===== config.mk =====
export PLATFORM = sky130hd
export DESIGN_NAME = hcfg_regif
export DESIGN_NICKNAME = d
export VERILOG_FILES = /design/src/rtl/hcfg_pkg.sv /design/src/rtl/hcfg_status.sv /design/src/rtl/hcfg_rb_addr.sv /design/src/rtl/hcfg_data_port.sv /design/src/rtl/hcfg_regif.sv
export SDC_FILE = /design/constraint.sdc
export NUM_CORES = 1
export LEC_CHECK = 0
export ABC_CLOCK_PERIOD_IN_PS = 1000
export BUFFER_PORTS_ARGS = -buffer_cell sky130_fd_sc_hd__buf_4
export CELL_PAD_IN_SITES_DETAIL_PLACEMENT = 0
export CELL_PAD_IN_SITES_GLOBAL_PLACEMENT = 1
export CORE_ASPECT_RATIO = 1.2
export CORE_UTILIZATION = 34
export DETAILED_ROUTE_END_ITERATION = 6
export HOLD_SLACK_MARGIN = 0.08
export PLACE_DENSITY_LB_ADDON = 0.1
export SLEW_MARGIN = 20
export SYNTH_ARGS = -nofsm -noshare
export SYNTH_HDL_FRONTEND = slang
export SYNTH_SLANG_ARGS = --single-unit

===== constraint.sdc =====
create_clock -name clk_i -period 1 [get_ports clk_i]
set_input_delay 0.15 -clock clk_i [delete_from_list [all_inputs] [get_ports clk_i]]
set_output_delay 0.15 -clock clk_i [all_outputs]
set_load 0.01 [all_outputs]

===== src/rtl/hcfg_pkg.sv =====
package hcfg_pkg;
  localparam int unsigned OFF_STAT = 0;
  localparam int unsigned OFF_DATA = 1;
  localparam int unsigned OFF_RBA  = 2;

  localparam int unsigned STAT_RDY  = 1;
  localparam int unsigned STAT_PEND = 2;
  localparam int unsigned STAT_ERR  = 3;
  localparam int unsigned STAT_INIT = 6;
  localparam int unsigned STAT_DONE = 7;

  typedef enum logic [1:0] {
    ERR_NONE  = 2'b00,
    ERR_ID    = 2'b01,
    ERR_CSUM  = 2'b10,
    ERR_FRAME = 2'b11
  } err_code_e;
endpackage


===== src/rtl/hcfg_status.sv =====
module hcfg_status (
  input  logic       clk_i,
  input  logic       rst_ni,
  input  logic       eng_strobe_i,
  input  logic       data_acc_i,
  input  logic       stat_rd_i,
  input  logic       user_irq_i,
  input  logic       err_valid_i,
  input  logic [1:0] err_code_i,
  input  logic       prgm_i,
  output logic       data_rdy_o,
  output logic       irq_pend_o,
  output logic [1:0] err_code_o
);
  import hcfg_pkg::*;

  logic      rdy_q, pend_q;
  err_code_e err_q;

  always_ff @(posedge clk_i or negedge rst_ni) begin
    if (!rst_ni) begin
      rdy_q  <= 1'b0;
      pend_q <= 1'b0;
      err_q  <= ERR_NONE;
    end else begin
      // new engine event outranks the host clearing access
      if (eng_strobe_i)    rdy_q <= 1'b1;
      else if (data_acc_i) rdy_q <= 1'b0;

      if (user_irq_i)     pend_q <= 1'b1;
      else if (stat_rd_i) pend_q <= 1'b0;

      if (prgm_i)
        err_q <= ERR_NONE;
      else if (err_valid_i && err_code_i != 2'b00 && err_q == ERR_NONE)
        err_q <= err_code_e'(err_code_i);
    end
  end

  assign data_rdy_o = rdy_q;
  assign irq_pend_o = pend_q;
  assign err_code_o = err_q;

  assert_rdy_set_R2: assert property (@(posedge clk_i) disable iff (!rst_ni)
    eng_strobe_i |=> data_rdy_o);
  assert_rdy_clr_R3: assert property (@(posedge clk_i) disable iff (!rst_ni)
    (data_acc_i && !eng_strobe_i) |=> !data_rdy_o);
  assert_pend_clr_R4: assert property (@(posedge clk_i) disable iff (!rst_ni)
    (stat_rd_i && !user_irq_i) |=> !irq_pend_o);
  assert_err_hold_R5: assert property (@(posedge clk_i) disable iff (!rst_ni)
    (!prgm_i && err_code_o != 2'b00) |=> $stable(err_code_o));
  assert_err_prgm_R6: assert property (@(posedge clk_i) disable iff (!rst_ni)
    prgm_i |=> (err_code_o == 2'b00));
endmodule


===== src/rtl/hcfg_rb_addr.sv =====
module hcfg_rb_addr #(
  parameter int unsigned DW       = 8,
  parameter int unsigned RB_BYTES = 2
) (
  input  logic                   clk_i,
  input  logic                   rst_ni,
  input  logic [RB_BYTES-1:0]    wr_sel_i,
  input  logic [DW-1:0]          wdata_i,
  output logic [RB_BYTES*DW-1:0] rb_addr_o
);
  for (genvar g = 0; g < RB_BYTES; g++) begin : g_byte
    logic [DW-1:0] byte_q;

    always_ff @(posedge clk_i or negedge rst_ni) begin
      if (!rst_ni)         byte_q <= '0;
      else if (wr_sel_i[g]) byte_q <= wdata_i;
    end

    assign rb_addr_o[g*DW +: DW] = byte_q;

    assert_addr_hold_R10: assert property (@(posedge clk_i) disable iff (!rst_ni)
      !wr_sel_i[g] |=> $stable(rb_addr_o[g*DW +: DW]));
    assert_addr_load_R10: assert property (@(posedge clk_i) disable iff (!rst_ni)
      wr_sel_i[g] |=> (rb_addr_o[g*DW +: DW] == $past(wdata_i)));
  end
endmodule


===== src/rtl/hcfg_data_port.sv =====
module hcfg_data_port #(
  parameter int unsigned DW = 8
) (
  input  logic          clk_i,
  input  logic          rst_ni,
  input  logic          wr_i,
  input  logic          rd_i,
  input  logic          rb_mode_i,
  input  logic [DW-1:0] wdata_i,
  output logic          cfg_valid_o,
  output logic [DW-1:0] cfg_byte_o,
  output logic          rb_take_o
);
  logic          valid_q, take_q;
  logic [DW-1:0] byte_q;

  always_ff @(posedge clk_i or negedge rst_ni) begin
    if (!rst_ni) begin
      valid_q <= 1'b0;
      take_q  <= 1'b0;
      byte_q  <= '0;
    end else begin
      valid_q <= wr_i && !rb_mode_i;
      take_q  <= rd_i && rb_mode_i;
      if (wr_i && !rb_mode_i) byte_q <= wdata_i;
    end
  end

  assign cfg_valid_o = valid_q;
  assign cfg_byte_o  = byte_q;
  assign rb_take_o   = take_q;

  assert_cfg_push_R8: assert property (@(posedge clk_i) disable iff (!rst_ni)
    (wr_i && !rb_mode_i) |=> (cfg_valid_o && cfg_byte_o == $past(wdata_i)));
  assert_cfg_quiet_R8: assert property (@(posedge clk_i) disable iff (!rst_ni)
    !(wr_i && !rb_mode_i) |=> !cfg_valid_o);
  assert_rb_take_R9: assert property (@(posedge clk_i) disable iff (!rst_ni)
    (rd_i && rb_mode_i) |=> rb_take_o);
  assert_rb_quiet_R9: assert property (@(posedge clk_i) disable iff (!rst_ni)
    !(rd_i && rb_mode_i) |=> !rb_take_o);
endmodule


===== src/rtl/hcfg_regif.sv =====
module hcfg_regif #(
  parameter int unsigned DW       = 8,
  parameter int unsigned RB_BYTES = 2,
  parameter int unsigned ADDR_W   = 2
) (
  input  logic                   clk_i,
  input  logic                   rst_ni,
  input  logic                   cs_i,
  input  logic                   rd_i,
  input  logic                   wr_i,
  input  logic [ADDR_W-1:0]      addr_i,
  input  logic [DW-1:0]          wdata_i,
  output logic [DW-1:0]          rdata_o,
  input  logic                   rb_mode_i,
  input  logic                   eng_strobe_i,
  output logic                   cfg_valid_o,
  output logic [DW-1:0]          cfg_byte_o,
  input  logic [DW-1:0]          rb_byte_i,
  output logic                   rb_take_o,
  output logic [RB_BYTES*DW-1:0] rb_addr_o,
  input  logic                   err_valid_i,
  input  logic [1:0]             err_code_i,
  input  logic                   err_irq_en_i,
  input  logic                   prgm_i,
  input  logic                   init_i,
  input  logic                   done_i,
  input  logic                   user_irq_i,
  output logic                   irq_o
);
  import hcfg_pkg::*;

  localparam logic [ADDR_W-1:0] A_STAT = ADDR_W'(OFF_STAT);
  localparam logic [ADDR_W-1:0] A_DATA = ADDR_W'(OFF_DATA);

  logic rd_acc, wr_acc, hit_data, hit_stat;
  logic data_rdy, irq_pend;
  logic [1:0] err_code;
  logic [DW-1:0] stat_byte;
  logic [RB_BYTES-1:0] rba_sel;

  // read wins if both strobes are raised
  assign rd_acc   = cs_i && rd_i;
  assign wr_acc   = cs_i && wr_i && !rd_i;
  assign hit_data = (addr_i == A_DATA);
  assign hit_stat = (addr_i == A_STAT);

  for (genvar g = 0; g < RB_BYTES; g++) begin : g_rba_dec
    assign rba_sel[g] = wr_acc && (addr_i == ADDR_W'(OFF_RBA + g));
  end

  hcfg_status u_status (
    .clk_i       (clk_i),
    .rst_ni      (rst_ni),
    .eng_strobe_i(eng_strobe_i),
    .data_acc_i  ((rd_acc || wr_acc) && hit_data),
    .stat_rd_i   (rd_acc && hit_stat),
    .user_irq_i  (user_irq_i),
    .err_valid_i (err_valid_i),
    .err_code_i  (err_code_i),
    .prgm_i      (prgm_i),
    .data_rdy_o  (data_rdy),
    .irq_pend_o  (irq_pend),
    .err_code_o  (err_code)
  );

  hcfg_rb_addr #(.DW(DW), .RB_BYTES(RB_BYTES)) u_rb_addr (
    .clk_i    (clk_i),
    .rst_ni   (rst_ni),
    .wr_sel_i (rba_sel),
    .wdata_i  (wdata_i),
    .rb_addr_o(rb_addr_o)
  );

  hcfg_data_port #(.DW(DW)) u_data (
    .clk_i      (clk_i),
    .rst_ni     (rst_ni),
    .wr_i       (wr_acc && hit_data),
    .rd_i       (rd_acc && hit_data),
    .rb_mode_i  (rb_mode_i),
    .wdata_i    (wdata_i),
    .cfg_valid_o(cfg_valid_o),
    .cfg_byte_o (cfg_byte_o),
    .rb_take_o  (rb_take_o)
  );

  always_comb begin
    stat_byte                          = '0;
    stat_byte[STAT_RDY]                = data_rdy;
    stat_byte[STAT_PEND]               = irq_pend;
    stat_byte[STAT_ERR +: 2]           = err_code;
    stat_byte[STAT_INIT]               = init_i;
    stat_byte[STAT_DONE]               = done_i;
  end

  always_comb begin
    rdata_o = '0;
    if (rd_acc) begin
      if (hit_stat)                    rdata_o = stat_byte;
      else if (hit_data && rb_mode_i)  rdata_o = rb_byte_i;
    end
  end

  assign irq_o = irq_pend || (err_code != 2'b00 && err_irq_en_i);

  assert_rsvd_zero_R1: assert property (@(posedge clk_i) disable iff (!rst_ni)
    (rd_acc && hit_stat) |-> (rdata_o[0] == 1'b0 && rdata_o[5] == 1'b0));
  assert_level_mirror_R7: assert property (@(posedge clk_i) disable iff (!rst_ni)
    (rd_acc && hit_stat) |-> (rdata_o[7] == done_i && rdata_o[6] == init_i));
  assert_idle_rdata_R12: assert property (@(posedge clk_i) disable iff (!rst_ni)
    !rd_acc |-> (rdata_o == '0));
  assert_err_irq_R11: assert property (@(posedge clk_i) disable iff (!rst_ni)
    (err_irq_en_i && err_code != 2'b00) |-> irq_o);
endmodule


==> impl_results.md <==
- Routed WL: 3.143 mm
- DRC violations left: 0
- Worst rel slew slack: 0.7414
- CTS tree: yes
- Critical Path RT: 0.85 ns
- WL/cell: 13.79 um
- Clk slew on worst S/H paths: 0.07 ns
- Port Buf Inserts: 67
- Crit Path Class: flip-flop to output port
- Worst hold slack: 0.1167 ns
- First-pass GRT wire length: 4.933 mm
- Vias in the first global route: approximately 1100
- Synthesis Warnings: 0
- LEAKAGE: 1.112 nW
- Final min period: 1.172 ns
- Ant. Diodes: 0
- Clk_lat worst skew: about 0.28 ns
- RSZ-0062 raised after global routing: yes
- Cell area after synthesis: between 1000 and 1500 um2
- Critical path capture point type: output port
- Total CTS buffers: 5
- Sequential fraction of the synthesis area: 0.5808
- Final core occ: 0.5971
- Pwr per Cell Area: 1703 nW/um2
- Failing checks: negative setup slack
- Setup TNS: -1.155 ns
- Initial core utilization: 0.3557
- Clock buffer depth: 2
- Max_cap viols: 0
- Number of synthesized flops with an enable pin: 0
- Final #Nets: 208
- # IOs: slightly below 70
- Clock skew: 0.00008701 ns
- Initial antenna violation count: 0
- Area contributors post-synth: dfrtp_1 58%, mux2_2 14%, mux2_4 9.3%
- Via Count: 1046
- Tightest Pin Transition: 0.3878 ns
- Post-synth top area share: 0.5808
- Maximum vdd ir drop: 1153 uV
- Clock Tree Root: clkbuf_8
- Synthesized instance count: 85
- Worst slack at placement: -0.2380 ns
- Final hold vios: 0
- Cell with the most instances after synthesis: dfrtp_1
- H-tree Lvls: 2
- Mapped Avg Cell Area: 15.21 um2
- Area grow syn2layout: 67.86%
- Tot Pwr: 3.694 mW
- Synth unique cells: 22
- Status: finished with violations
- Die area: 4053 um2
- Max Freq: 853.6 MHz
- Post-synth top area cell: dfrtp_1
- Core Area: 3633 um2
- Startpoint Class: flip-flop
- Ratio of final minimum period to clock period: 1.172
- GRT overflow: 0
- 1st-iter DRT viols: 19
- CTS sink cnt: 30
- Syn_nets: roughly 120
- Row count: 24
- Most frequent cells after synthesis: 30 x dfrtp_1, 16 x mux2_2, 8 x mux2_4
- Layout cell share with drive strength beyond 1: 0.6989
- FILL cells: 299
- Pins Over Slew Limit: 0
- Reg area: 750.7 um2
- #FFs+latches synth: 30
- DP HPWL: 2.269 mm
- Placer Congestion: 0.7199
- CP Max Fanout: 3
- Share of flip-flops with an asynchronous set or reset: 1.000
- Post-route ant nets: 0
- Largest net degree at the start of global routing: 31
- HP Class: primary input to flip-flop
- Synth Flop Type: dfrtp_1
- # setup viols final: 9
- Avg Vias per Cell: 4.588
- Area of the multi-input gates: approximately 520 um2
- Die Span Y: around 70 um
- Final worst setup slack: -0.1716 ns
- WP data arrival: 1.02 ns
- Pre-Repair DR Iteration Count: 4
- Global Route Usage Sum: 0.1656
- DIE WIDTH: 58.29 um
## report_power, final
group	total (mW)	internal, mW	switching [mW]
registers	1.56	1.44	0.126
clock network	1.13	0.694	0.438
logic	0.997	0.647	0.350
## sequential cells by signal, indices dropped and copies added (netlist names)
name / count
u_status.irq_pend_o: 1
u_data.cfg_valid_o: 1
u_status.data_rdy_o: 1
u_data.rb_take_o: 1
u_data.cfg_byte_o: 8
u_status.err_code_o: 2
u_rb_addr.g_byte.byte_q: 16
## critical path, cell delays in order, from the launching register on
cell	delay [ns]
dfrtp_1	0.41
o21ai_1	0.13
nand2_1	0.08
buf_6	0.12
## final timing paths
check	start	endpoint	slack, ns	cells past startpoint
worst max-delay path	u_status.err_code_o[1]	irq_o	-0.17	3
worst min-delay path	wdata_i[4]	u_rb_addr.g_byte[0].byte_q[4]	0.12	2
worst max register to register	u_status.err_code_o[1]	u_status.err_code_o[0]	0.09	3
worst min register to register	u_status.data_rdy_o	u_status.data_rdy_o	0.49	1
max in group asynchronous	rst_ni	u_data.cfg_byte_o[6]	0.38	2
min in group asynchronous	rst_ni	u_status.data_rdy_o	0.34	2
## per-layer routing
layer  vias to the layer above  share of wire  global-route usage
li1                        487              -                   -
met1                       508           0.38              0.1739
met2                        46           0.54              0.2886
met3                         5          0.066             0.06157
met4                         0          0.018             0.07143
met5                         -              0                   0
## what timing repair did
item	in CTS	in global routing
setup buffers	1	6
cloned	1	0
endpoints found under the setup margin	9	15
pin swaps	8	1
resized for setup	19	4
hold endpoints to repair	34	0
hold buffers	4	0
## layout by cell type (no fill, tap or decap), types with 3 or more instances in the layout
cell	instances
a22o_1	6
inv_1	3
clkbuf_8	8
mux2_4	8
dlygate4sd3_1	4
buf_4	67
mux2_2	16
buf_6	12
dfrtp_1	30
## per-stage QoR
step	std cells	area, um2
6_report	228	2170
5_1_grt	228	2170
4_1_cts	223	2120
3_5_place_dp	209	1894
3_3_place_gp	209	1894
2_1_floorplan	85	1292
## kinds of logic (layout without fill, tap and decap cells)
group                  after synthesis  after routing  share of synthesized area
flip-flops                          30             30                     0.5808
multiplexers                        24             24                     0.2323
AND/OR/NAND/NOR                     13             14                    0.08905
AO/OA/AOI/OAI                       12             12                    0.06874
buffers and inverters                6             96                    0.02904
## area by class of cell
cell class	instances	share of cell area
Sequential cell	30	0.3460
Timing Repair Buffer	85	0.3264
Multi-Input combinational cell	50	0.2416
Clock buffer	8	0.05075
Tap cell	52	0.02999
Inverter	3	0.005190
Power figures use the tool's default switching activity.
